--- config.mk ---
export PLATFORM = sky130hd
export DESIGN_NAME = pwm_shadow_ctrl
export DESIGN_NICKNAME = d
export VERILOG_FILES = /design/src/rtl/pwm_shadow_pkg.sv /design/src/rtl/pwm_xfer_sync.sv /design/src/rtl/pwm_chan_core.sv /design/src/rtl/pwm_shadow_ctrl.sv
export SDC_FILE = /design/constraint.sdc
export NUM_CORES = 1
export LEC_CHECK = 0
export ABC_AREA = 0
export BUFFER_PORTS_ARGS = -buffer_cell sky130_fd_sc_hd__clkbuf_2
export CAP_MARGIN = 20
export CELL_PAD_IN_SITES_DETAIL_PLACEMENT = 2
export CELL_PAD_IN_SITES_GLOBAL_PLACEMENT = 2
export CORE_MARGIN = 3
export CORE_UTILIZATION = 41
export CTS_CLUSTER_DIAMETER = 60
export CTS_CLUSTER_SIZE = 12
export DETAILED_ROUTE_END_ITERATION = 6
export GPL_ROUTABILITY_DRIVEN = 0
export PLACE_DENSITY_LB_ADDON = 0.1
export SYNTH_ARGS = -nofsm -noshare
export SYNTH_HDL_FRONTEND = slang
export SYNTH_SLANG_ARGS = --single-unit
export TNS_END_PERCENT = 50
--- constraint.sdc ---
create_clock -name clk -period 2.8 [get_ports clk]
set_input_delay 0.42 -clock clk [delete_from_list [all_inputs] [get_ports clk]]
set_output_delay 0.42 -clock clk [all_outputs]
set_load 0.01 [all_outputs]
--- src/rtl/pwm_shadow_pkg.sv ---
package pwm_shadow_pkg;

  // Control word, bit 0 first from the bottom: en, inv, autoload, stop, ld_pre, ld_per
  typedef struct packed {
    logic ld_per;
    logic ld_pre;
    logic stop;
    logic autoload;
    logic inv;
    logic en;
  } pwm_ctrl_t;

  localparam int CTRL_W    = 6;
  localparam int SLOT_CTRL = 0;
  localparam int SLOT_PRE  = 1;
  localparam int SLOT_PER  = 2;
  localparam int SLOT_DUTY = 3;
  localparam int NUM_SLOTS = 4;

  // Output drive for a given count; duty at or above period means always on
  function automatic logic drive_active(input logic [31:0] cnt,
                                        input logic [31:0] duty,
                                        input logic [31:0] per);
    return (duty >= per) || (cnt < duty);
  endfunction

endpackage

--- src/rtl/pwm_xfer_sync.sv ---
module pwm_xfer_sync #(
  parameter int STAGES = 2
) (
  input  logic clk,
  input  logic rst_n,
  input  logic wr,
  output logic pending,
  output logic xfer
);
  logic [STAGES-1:0] stg;
  logic              older_in_flight;

  assign xfer            = stg[STAGES-1];
  assign older_in_flight = |stg[STAGES-2:0];

  always_ff @(posedge clk or negedge rst_n) begin
    if (!rst_n) begin
      stg     <= '0;
      pending <= 1'b0;
    end else begin
      stg <= {stg[STAGES-2:0], wr};
      if (wr)
        pending <= 1'b1;
      else if (xfer && !older_in_flight)
        pending <= 1'b0;
    end
  end
endmodule

--- src/rtl/pwm_chan_core.sv ---
module pwm_chan_core
  import pwm_shadow_pkg::*;
#(
  parameter int PRE_W = 10,
  parameter int PER_W = 12
) (
  input  logic                 clk,
  input  logic                 rst_n,
  input  pwm_ctrl_t            sh_ctrl,
  input  logic [PRE_W-1:0]     sh_pre,
  input  logic [PER_W-1:0]     sh_per,
  input  logic [PER_W-1:0]     sh_duty,
  input  logic [NUM_SLOTS-1:0] xfer,
  output logic                 pwm,
  output logic                 run,
  output logic                 halt,
  output logic                 wrap
);
  pwm_ctrl_t        act_ctrl;
  logic [PRE_W-1:0] act_pre, pc;
  logic [PER_W-1:0] act_per, act_duty, arm_per, arm_duty, cnt;
  logic             per_armed, duty_armed, running;
  logic             tick, at_end, restart;

  assign halt    = !act_ctrl.en && act_ctrl.stop;
  assign tick    = pc >= act_pre;
  assign at_end  = cnt >= act_per;
  assign restart = (xfer[SLOT_PRE] && act_ctrl.ld_pre) ||
                   (xfer[SLOT_PER] && !act_ctrl.autoload && act_ctrl.ld_per);
  assign wrap    = running && !halt && !restart && tick && at_end;
  assign run     = running;
  assign pwm     = act_ctrl.inv ^
                   (running && !halt && drive_active(32'(cnt), 32'(act_duty), 32'(act_per)));

  // Active configuration
  always_ff @(posedge clk or negedge rst_n) begin
    if (!rst_n) begin
      act_ctrl   <= '0;
      act_pre    <= '0;
      act_per    <= '0;
      act_duty   <= '0;
      arm_per    <= '0;
      arm_duty   <= '0;
      per_armed  <= 1'b0;
      duty_armed <= 1'b0;
    end else begin
      if (xfer[SLOT_CTRL]) act_ctrl <= sh_ctrl;
      if (xfer[SLOT_PRE])  act_pre  <= sh_pre;
      if (wrap && per_armed) begin
        act_per   <= arm_per;
        per_armed <= 1'b0;
      end
      if (xfer[SLOT_PER]) begin
        if (act_ctrl.autoload) begin
          arm_per   <= sh_per;
          per_armed <= 1'b1;
        end else begin
          act_per   <= sh_per;
          per_armed <= 1'b0;
        end
      end
      if (wrap && duty_armed) begin
        act_duty   <= arm_duty;
        duty_armed <= 1'b0;
      end
      if (xfer[SLOT_DUTY]) begin
        if (act_ctrl.autoload) begin
          arm_duty   <= sh_duty;
          duty_armed <= 1'b1;
        end else begin
          act_duty   <= sh_duty;
          duty_armed <= 1'b0;
        end
      end
    end
  end

  // Prescaler, period counter and run state
  always_ff @(posedge clk or negedge rst_n) begin
    if (!rst_n) begin
      running <= 1'b0;
      pc      <= '0;
      cnt     <= '0;
    end else if (!running) begin
      pc  <= '0;
      cnt <= '0;
      if (act_ctrl.en) running <= 1'b1;
    end else if (halt) begin
      running <= 1'b0;
      pc      <= '0;
      cnt     <= '0;
    end else if (restart) begin
      pc  <= '0;
      cnt <= '0;
    end else if (tick) begin
      pc <= '0;
      if (at_end) begin
        cnt <= '0;
        if (!act_ctrl.en) running <= 1'b0;
      end else begin
        cnt <= cnt + PER_W'(1);
      end
    end else begin
      pc <= pc + PRE_W'(1);
    end
  end
endmodule

--- src/rtl/pwm_shadow_ctrl.sv ---
module pwm_shadow_ctrl
  import pwm_shadow_pkg::*;
#(
  parameter int NUM_CH      = 2,
  parameter int CH_SLOTS    = 4,
  parameter int PRE_W       = 10,
  parameter int PER_W       = 12,
  parameter int SYNC_STAGES = 2,
  parameter int DATA_W      = 32,
  parameter int ADDR_W      = 7
) (
  input  logic              clk,
  input  logic              rst_n,
  input  logic              bus_we,
  input  logic [ADDR_W-1:0] bus_addr,
  input  logic [DATA_W-1:0] bus_wdata,
  output logic [DATA_W-1:0] bus_rdata,
  output logic [NUM_CH-1:0] pwm_out
);
  localparam int WIN_SHIFT   = 4;
  localparam int CH_BITS     = $clog2(CH_SLOTS);
  localparam int STATUS_ADDR = CH_SLOTS << WIN_SHIFT;
  localparam int PEND_BITS   = NUM_CH * NUM_SLOTS;

  logic               aligned, is_chan, is_status;
  logic [CH_BITS-1:0] ch_idx;
  logic [1:0]         slot_idx;
  logic               unused_wdata_hi;

  logic [PEND_BITS-1:0] wr_vec, pend_vec, xfer_vec;
  logic [NUM_CH-1:0]    run_vec, halt_vec, wrap_vec;
  logic [DATA_W-1:0]    status_word;

  pwm_ctrl_t        sh_ctrl [NUM_CH];
  logic [PRE_W-1:0] sh_pre  [NUM_CH];
  logic [PER_W-1:0] sh_per  [NUM_CH];
  logic [PER_W-1:0] sh_duty [NUM_CH];

  assign aligned         = bus_addr[1:0] == 2'b00;
  assign is_chan         = aligned && (bus_addr[ADDR_W-1:WIN_SHIFT+CH_BITS] == '0);
  assign is_status       = aligned && (bus_addr == ADDR_W'(STATUS_ADDR));
  assign ch_idx          = bus_addr[WIN_SHIFT+CH_BITS-1:WIN_SHIFT];
  assign slot_idx        = bus_addr[3:2];
  assign unused_wdata_hi = ^bus_wdata[DATA_W-1:PER_W];

  for (genvar c = 0; c < NUM_CH; c++) begin : g_ch
    for (genvar s = 0; s < NUM_SLOTS; s++) begin : g_slot
      assign wr_vec[c*NUM_SLOTS+s] = bus_we && is_chan &&
                                     (ch_idx == CH_BITS'(c)) && (slot_idx == 2'(s));
      pwm_xfer_sync #(.STAGES(SYNC_STAGES)) u_sync (
        .clk     (clk),
        .rst_n   (rst_n),
        .wr      (wr_vec[c*NUM_SLOTS+s]),
        .pending (pend_vec[c*NUM_SLOTS+s]),
        .xfer    (xfer_vec[c*NUM_SLOTS+s])
      );
    end

    always_ff @(posedge clk or negedge rst_n) begin
      if (!rst_n) begin
        sh_ctrl[c] <= '0;
        sh_pre[c]  <= '0;
        sh_per[c]  <= '0;
        sh_duty[c] <= '0;
      end else begin
        if (wr_vec[c*NUM_SLOTS+SLOT_CTRL]) sh_ctrl[c] <= pwm_ctrl_t'(bus_wdata[CTRL_W-1:0]);
        if (wr_vec[c*NUM_SLOTS+SLOT_PRE])  sh_pre[c]  <= bus_wdata[PRE_W-1:0];
        if (wr_vec[c*NUM_SLOTS+SLOT_PER])  sh_per[c]  <= bus_wdata[PER_W-1:0];
        if (wr_vec[c*NUM_SLOTS+SLOT_DUTY]) sh_duty[c] <= bus_wdata[PER_W-1:0];
      end
    end

    pwm_chan_core #(.PRE_W(PRE_W), .PER_W(PER_W)) u_core (
      .clk     (clk),
      .rst_n   (rst_n),
      .sh_ctrl (sh_ctrl[c]),
      .sh_pre  (sh_pre[c]),
      .sh_per  (sh_per[c]),
      .sh_duty (sh_duty[c]),
      .xfer    (xfer_vec[c*NUM_SLOTS +: NUM_SLOTS]),
      .pwm     (pwm_out[c]),
      .run     (run_vec[c]),
      .halt    (halt_vec[c]),
      .wrap    (wrap_vec[c])
    );
  end

  // One status byte per channel, pending flags in its low nibble
  always_comb begin
    status_word = '0;
    for (int c = 0; c < NUM_CH; c++)
      status_word[c*8 +: NUM_SLOTS] = pend_vec[c*NUM_SLOTS +: NUM_SLOTS];
  end

  always_comb begin
    bus_rdata = '0;
    if (is_status) begin
      bus_rdata = status_word;
    end else if (is_chan) begin
      for (int c = 0; c < NUM_CH; c++) begin
        if (ch_idx == CH_BITS'(c)) begin
          case (slot_idx)
            2'd0:    bus_rdata = DATA_W'(sh_ctrl[c]);
            2'd1:    bus_rdata = DATA_W'(sh_pre[c]);
            2'd2:    bus_rdata = DATA_W'(sh_per[c]);
            default: bus_rdata = DATA_W'(sh_duty[c]);
          endcase
        end
      end
    end
  end
endmodule

Word level (Yosys, flattened, before mapping)
Cells that the tools add are included.
{ "op_classes": {"addsub": 4, "n_mul": 0, "n_div": 0, "n_lt_le_gt_ge": 8, "n_eq_ne": 7, "n_shift": 0, "n_mux": 74, "n_bitwise": 3, "n_reduce_logical": 82} }
{ "op_table": {"columns": ["cell", "n"], "rows": [
  ["$mux 12", 23],
  ["$mux 32", 3],
  ["$mux 10", 8],
  ["$pmux 12 s3", 2],
  ["$ge 12x12->1", 4],
  ["$logic_and 1x1->1", 43],
  ["$mux 1", 38],
  ["$add 12x1->12 const B", 2],
  ["$lt 12x12->1", 2],
  ["$reduce_bool 2->1", 12],
  ["$add 10x1->10 const B", 2],
  ["$ge 10x10->1", 2],
  ["$logic_not 1->1", 16],
  ["$ne 4x3->1 const B", 2],
  ["$reduce_and 2->1", 4],
  ["$eq 7x7->1 const B", 1],
  ["$logic_not 2->1", 3],
  ["$eq 2x1->1 const B", 2],
  ["$eq 2x2->1 const B", 2],
  ["$logic_or 1x1->1", 4],
  ["$xor 1x1->1", 2],
  ["$not 1->1", 1]
]} }
{ "word_totals": {"regBits": 282, "latchBits": 0, "ramBits": 0, "romBits": 0, "in_bits": 42, "n_memories": 0} }

Logic depth before layout (Yosys ltp)
{ "logic_depth": {"depth_word": 12, "mapped_depth": 10, "ltp_nobuf": 8} }

By module
A second synthesis with hierarchy kept.
{ "hier_totals": {"cells_unflattened": 1392, "hier_area_um2": 15035.7} }
{ "by_module_without_submodules": {"columns": ["mod", "n_inst", "cells_per_inst", "area_each_um2"], "rows": [
  ["pwm_chan_core", 2, 516, 5061.1],
  ["pwm_shadow_ctrl", 1, 320, 4202.8],
  ["pwm_xfer_sync", 8, 5, 88.8]
]} }

Worst setup path after synthesis
No wires, ideal clock.
{ "synth_timing": {"path_kind": "flip-flop to output port", "from": "reg g_ch[0].u_core.cnt[2]", "to": "out pwm_out[0]", "arrival_ns": 2.009, "slack_ns": 0.371, "stages_incl_launch_ff": 9, "path_buffers": 1, "path_cell_list": "dfrtp_1 ha_1 or3_1 o21ai_0 a2111oi_0 or4_1 a31oi_1 xor2_1 buf_4"} }
{ "synth_between": {"elab_chain_cells": 4} }
{ "synth_lines": {"columns": ["element", "line_no", "rtl"], "rows": [
  ["start, declared", "pwm_chan_core.sv:21", "logic [PER_W-1:0] act_per, act_duty, arm_per, arm_duty, cnt;"],
  ["start signal, assigned", "pwm_chan_core.sv:101", "cnt <= cnt + PER_W'(1);"],
  ["$lt 12x12->1", "pwm_shadow_pkg.sv:24", "return (duty >= per) || (cnt < duty);"],
  ["$logic_or 1x1->1", "pwm_shadow_pkg.sv:24", null],
  ["$logic_and 1x1->1", "pwm_chan_core.sv:33", "(running && !halt && drive_active(32'(cnt), 32'(act_duty), 32'(act_per)));"],
  ["$xor 1x1->1", "pwm_chan_core.sv:32", "assign pwm = act_ctrl.inv ^"],
  ["end, declared", "pwm_shadow_ctrl.sv:18", "output logic [NUM_CH-1:0] pwm_out"]
]} }
No other way between the ends.

Worst setup path in the final report
{ "layout_timing": {"from": "reg g_ch[0].u_core.act_duty[2]", "to": "out pwm_out[0]"} }
{ "layout_between": {"elab_chain_cells": 4} }
{ "layout_lines": {"columns": ["element", "line_no", "rtl"], "rows": [
  ["start, declared", "pwm_chan_core.sv:21", null],
  ["start signal, assigned", "pwm_chan_core.sv:63", "act_duty <= arm_duty;"],
  ["start signal, assigned", "pwm_chan_core.sv:71", "act_duty <= sh_duty;"],
  ["$ge 12x12->1 or $lt 12x12->1 (tied branches)", "pwm_shadow_pkg.sv:24", null],
  ["$logic_or 1x1->1 *", "pwm_shadow_pkg.sv:24", null],
  ["$logic_and 1x1->1 *", "pwm_chan_core.sv:33", null],
  ["$xor 1x1->1 *", "pwm_chan_core.sv:32", null]
]} }
Every way passes the cells marked *; elsewhere a longest branch is shown, timed or not.

==> flow_summary.toml <==
[run_status]
outcome = "finished, violations left"
violations = "negative setup slack"

[detailed_routing]
wl_per_cell_um = 23.83
drcViolationCount = 0
vias = 10880
vias_per_cell = 5.823
drtPass1Iterations = 5
drt-total-wl_um = 44530
ant_nets = 0
drtIter0Drc = 612

[global_routing]
grt_max_degree = 73
antenna_found_initial = 0
grt_use_total_pct = 23.61
grt_pass1_wl_um = 71200
first_global_vias = 11860
globalRouteOverflowTotal = 0

[die]
boundaryPins = 76
die_area_um2 = 37960
initial_utilization_pct = 41.92
die_x_um = 194.8
core_um2 = 34880
dieHeight_um = 194.8
num_rows = 68

[critical_path]
critPathLaunchType = "register"
cp-startpoint = "g_ch[0].u_core.act_duty[2]"
worstSetupEndpointType = "primary output"
endpoint = "pwm_out[0]"
path_class = "register to primary output"
critPathArrivalTime_ps = 2750
crit_required_ps = 2380
r2r_setup_slack_ps = 140
rr_worst_depth = 9
worstPathMaxFanout = 3
r2r-start = "g_ch[1].u_core.act_per[0]"
regToRegEndpoint = "g_ch[1].u_core.act_per[3]"

[clocking]
insertion_delay_ps = 570
numCtsBuffers = 31
cts_buffer_depth = 3
clkSlewWorstSetupHoldPaths_ps = 60
cts_root_buf = "clkbuf_16"
htree_levels = 1
cts_tree = "yes"
clock-sinks = 282

[finish]
final_cell_mix = "277 x dfrtp_1, 149 x mux2_2, 92 x nor2_1, 92 x ha_1, 85 x inv_1"
diodes = 0
nNetsFinal = 1537
areaGrowthSynthToFinish_pct = 13.37
final_layout_size_suffix_gt1_share_pct = 23.06
layout_commonest_cell = "dfrtp_1"

[synthesis]
ys_warn_count = 0
yosysTopAreaCell = "dfrtp_1"
synth.yosys.seq_area_share_pct = 48.26
synth-edff-count = 0
avgSynthCellArea_um2 = 10.85
yosys_register_bits = 282
ys_async_sr_fraction_pct = 100.0
postSynthCellCount = 1347
synth_top_cells_by_area = "dfrtp_1 48%, mux2_2 11%, ha_1 8.0%"
syn_area_um2 = 14620
ys.flop_type = "dfrtp_1"
ys_types = 65
synth_top_area_share_pct = 48.26

[power_and_ir_drop]
peakVddDrop_mv = 0.4800
p_leak_nw = 7.822
power_per_cell_area_nw_per_um2 = 602.4

[timing]
final-hold-violation-count = 0
fin_hold_ws_ps = 197.1
skew_ps = 20.19
fmax_mhz = 315.9
rsz0062_at_grt = "yes"
max-slew-margin-rel_pct = 34.10
worst_pin_slew_ps = 988.5
setup_ws_ps = -365.4
final.min_clock_period_ps = 3165
finalSetupViolations = 2
final-max-slew-violation-count = 0
period_share_pct = 113.1

[min_path]
hp-class = "primary input to register"

[placed_design]
dp_hpwl_um = 31900
post-place-ws_ps = 53.21
placement.io_buffers = 35

[job]
max-cap-violations = 0
==> flip-flops by register name (all words and copies together) (netlist names) <==
signal	count
g_ch.g_slot.u_sync.pending	8
g_ch.g_slot.u_sync.stg	16
g_ch.u_core.act_ctrl	12
g_ch.u_core.act_duty	24
g_ch.u_core.act_per	24
g_ch.u_core.act_pre	20
g_ch.u_core.arm_duty	24
g_ch.u_core.arm_per	24
g_ch.u_core.cnt	24
g_ch.u_core.duty_armed	2
g_ch.u_core.pc	20
g_ch.u_core.per_armed	2
g_ch.u_core.run	2
sh_ctrl	12
sh_duty	24
sh_per	24
sh_pre	20
==> final cells by class <==
cell class | count | area [µm²]
inverter | 87 | 326.6
clock buffer | 37 | 838.3
sequential | 282 | 7063
fill | 3529 | 18310
timing repair buffer | 91 | 708.2
tap | 455 | 569.3
multi-input combinational | 908 | 6955
clock inverter | 9 | 115.1
==> through the flow <==
stage	utilization [%]	power (mW)	cell area, µm²	TNS, ps	std cells
2_1_floorplan	-	5.365	14690	0	1366
3_3_place_gp	44.36	5.956	15470	0	1813
3_5_place_dp	44.36	6.030	15470	0	1813
4_1_cts	47.19	10.09	16460	-782.7	1860
5_1_grt	47.52	10.44	16580	-714.0	1869
6_report	47.52	9.986	16580	-378.4	1869
==> synth_stat cells, drive strengths merged (2+ instances only) <==
| cell | instances |
|---|---|
| clkbuf | 45 |
| ha | 94 |
| nand2b | 13 |
| a21boi | 3 |
| a32o | 10 |
| a31o | 3 |
| mux2 | 149 |
| or2 | 3 |
| nand2 | 67 |
| nor3 | 9 |
| nor4 | 5 |
| nand4 | 36 |
| a22oi | 4 |
| a211o | 2 |
| inv | 87 |
| nor2 | 92 |
| or4 | 3 |
| o21a | 2 |
| a21oi | 47 |
| and3 | 14 |
| o221ai | 2 |
| nand3b | 3 |
| nand3 | 41 |
| buf | 44 |
| a221oi | 5 |
| mux4 | 12 |
| nor3b | 4 |
| or3 | 9 |
| a21o | 11 |
| a2111oi | 4 |
| a22o | 2 |
| and2 | 5 |
| o31ai | 26 |
| o2bb2ai | 3 |
| mux2i | 7 |
| o21ai | 86 |
| dfrtp | 282 |
| xnor2 | 6 |
| xor2 | 14 |
| a211oi | 6 |
| nor2b | 8 |
| a31oi | 67 |
==> power breakdown <==
group / total (mW) / switching, mW / internal, mW
registers: 4.54 / 0.247 / 4.29
clock network: 3.99 / 1.70 / 2.29
logic: 1.46 / 0.905 / 0.559
==> routing by layer <==
layer  share of wire, %  track usage (%)  vias to the layer above
met4                1.1            3.406                        0
met1                 49            35.78                     5704
met2                 47            37.49                      186
met5                  0                0                        -
li1                   -                -                     4959
met3                3.4            2.687                       35
==> worst max-delay path, stage by stage (launching register included) <==
cell and delay, ps:
dfrtp_1 370, inv_1 50, ha_1 260, or3_1 340, o21ai_1 90, a2111oi_0 70, or4_1 470, a31oi_4 220
xor2_1 150, buf_2 150
==> timing repair <==
item | CTS | global route
hold buffers | 1 | 0
hold endpoints to repair | 50 | 0
gates resized for setup | 6 | 16
buffers inserted | 0 | 9
endpoints found under the setup margin | 3 | 14
pin swaps | 0 | 6
gates cloned | 0 | 0
==> how the worst min path moves through the flow <==
stage	from	end	slack (ps)	cells past startpoint
finish	bus_wdata[10]	sh_duty[22]	200	2
floorplan	rst_n	g_ch[0].g_slot[0].u_sync.pending	120	0
global placement	g_ch[0].g_slot[2].u_sync.stg[0]	g_ch[0].g_slot[2].u_sync.stg[1]	350	0
detailed placement	g_ch[1].g_slot[0].u_sync.stg[0]	g_ch[1].g_slot[0].u_sync.stg[1]	360	0
CTS	bus_wdata[10]	sh_duty[22]	160	2
global route	bus_wdata[10]	sh_duty[22]	180	2
==> kinds of logic (layout without fill, tap and decap cells) <==
logic type / count (synthesis) / after routing / synth area share, %
AOI/OAI and AO/OA: 293 / 293 / 12.89
xor gates and xnor gates: 20 / 20 / 1.198
adders and majority gates: 94 / 94 / 8.044
buffers and inverters: 176 / 224 / 5.246
DFF: 282 / 282 / 48.26
muxes: 168 / 168 / 13.80
other: 1 / 20 / 0.02565
and+or+nand+nor: 313 / 313 / 10.53
(Power assumes the default switching activity.)
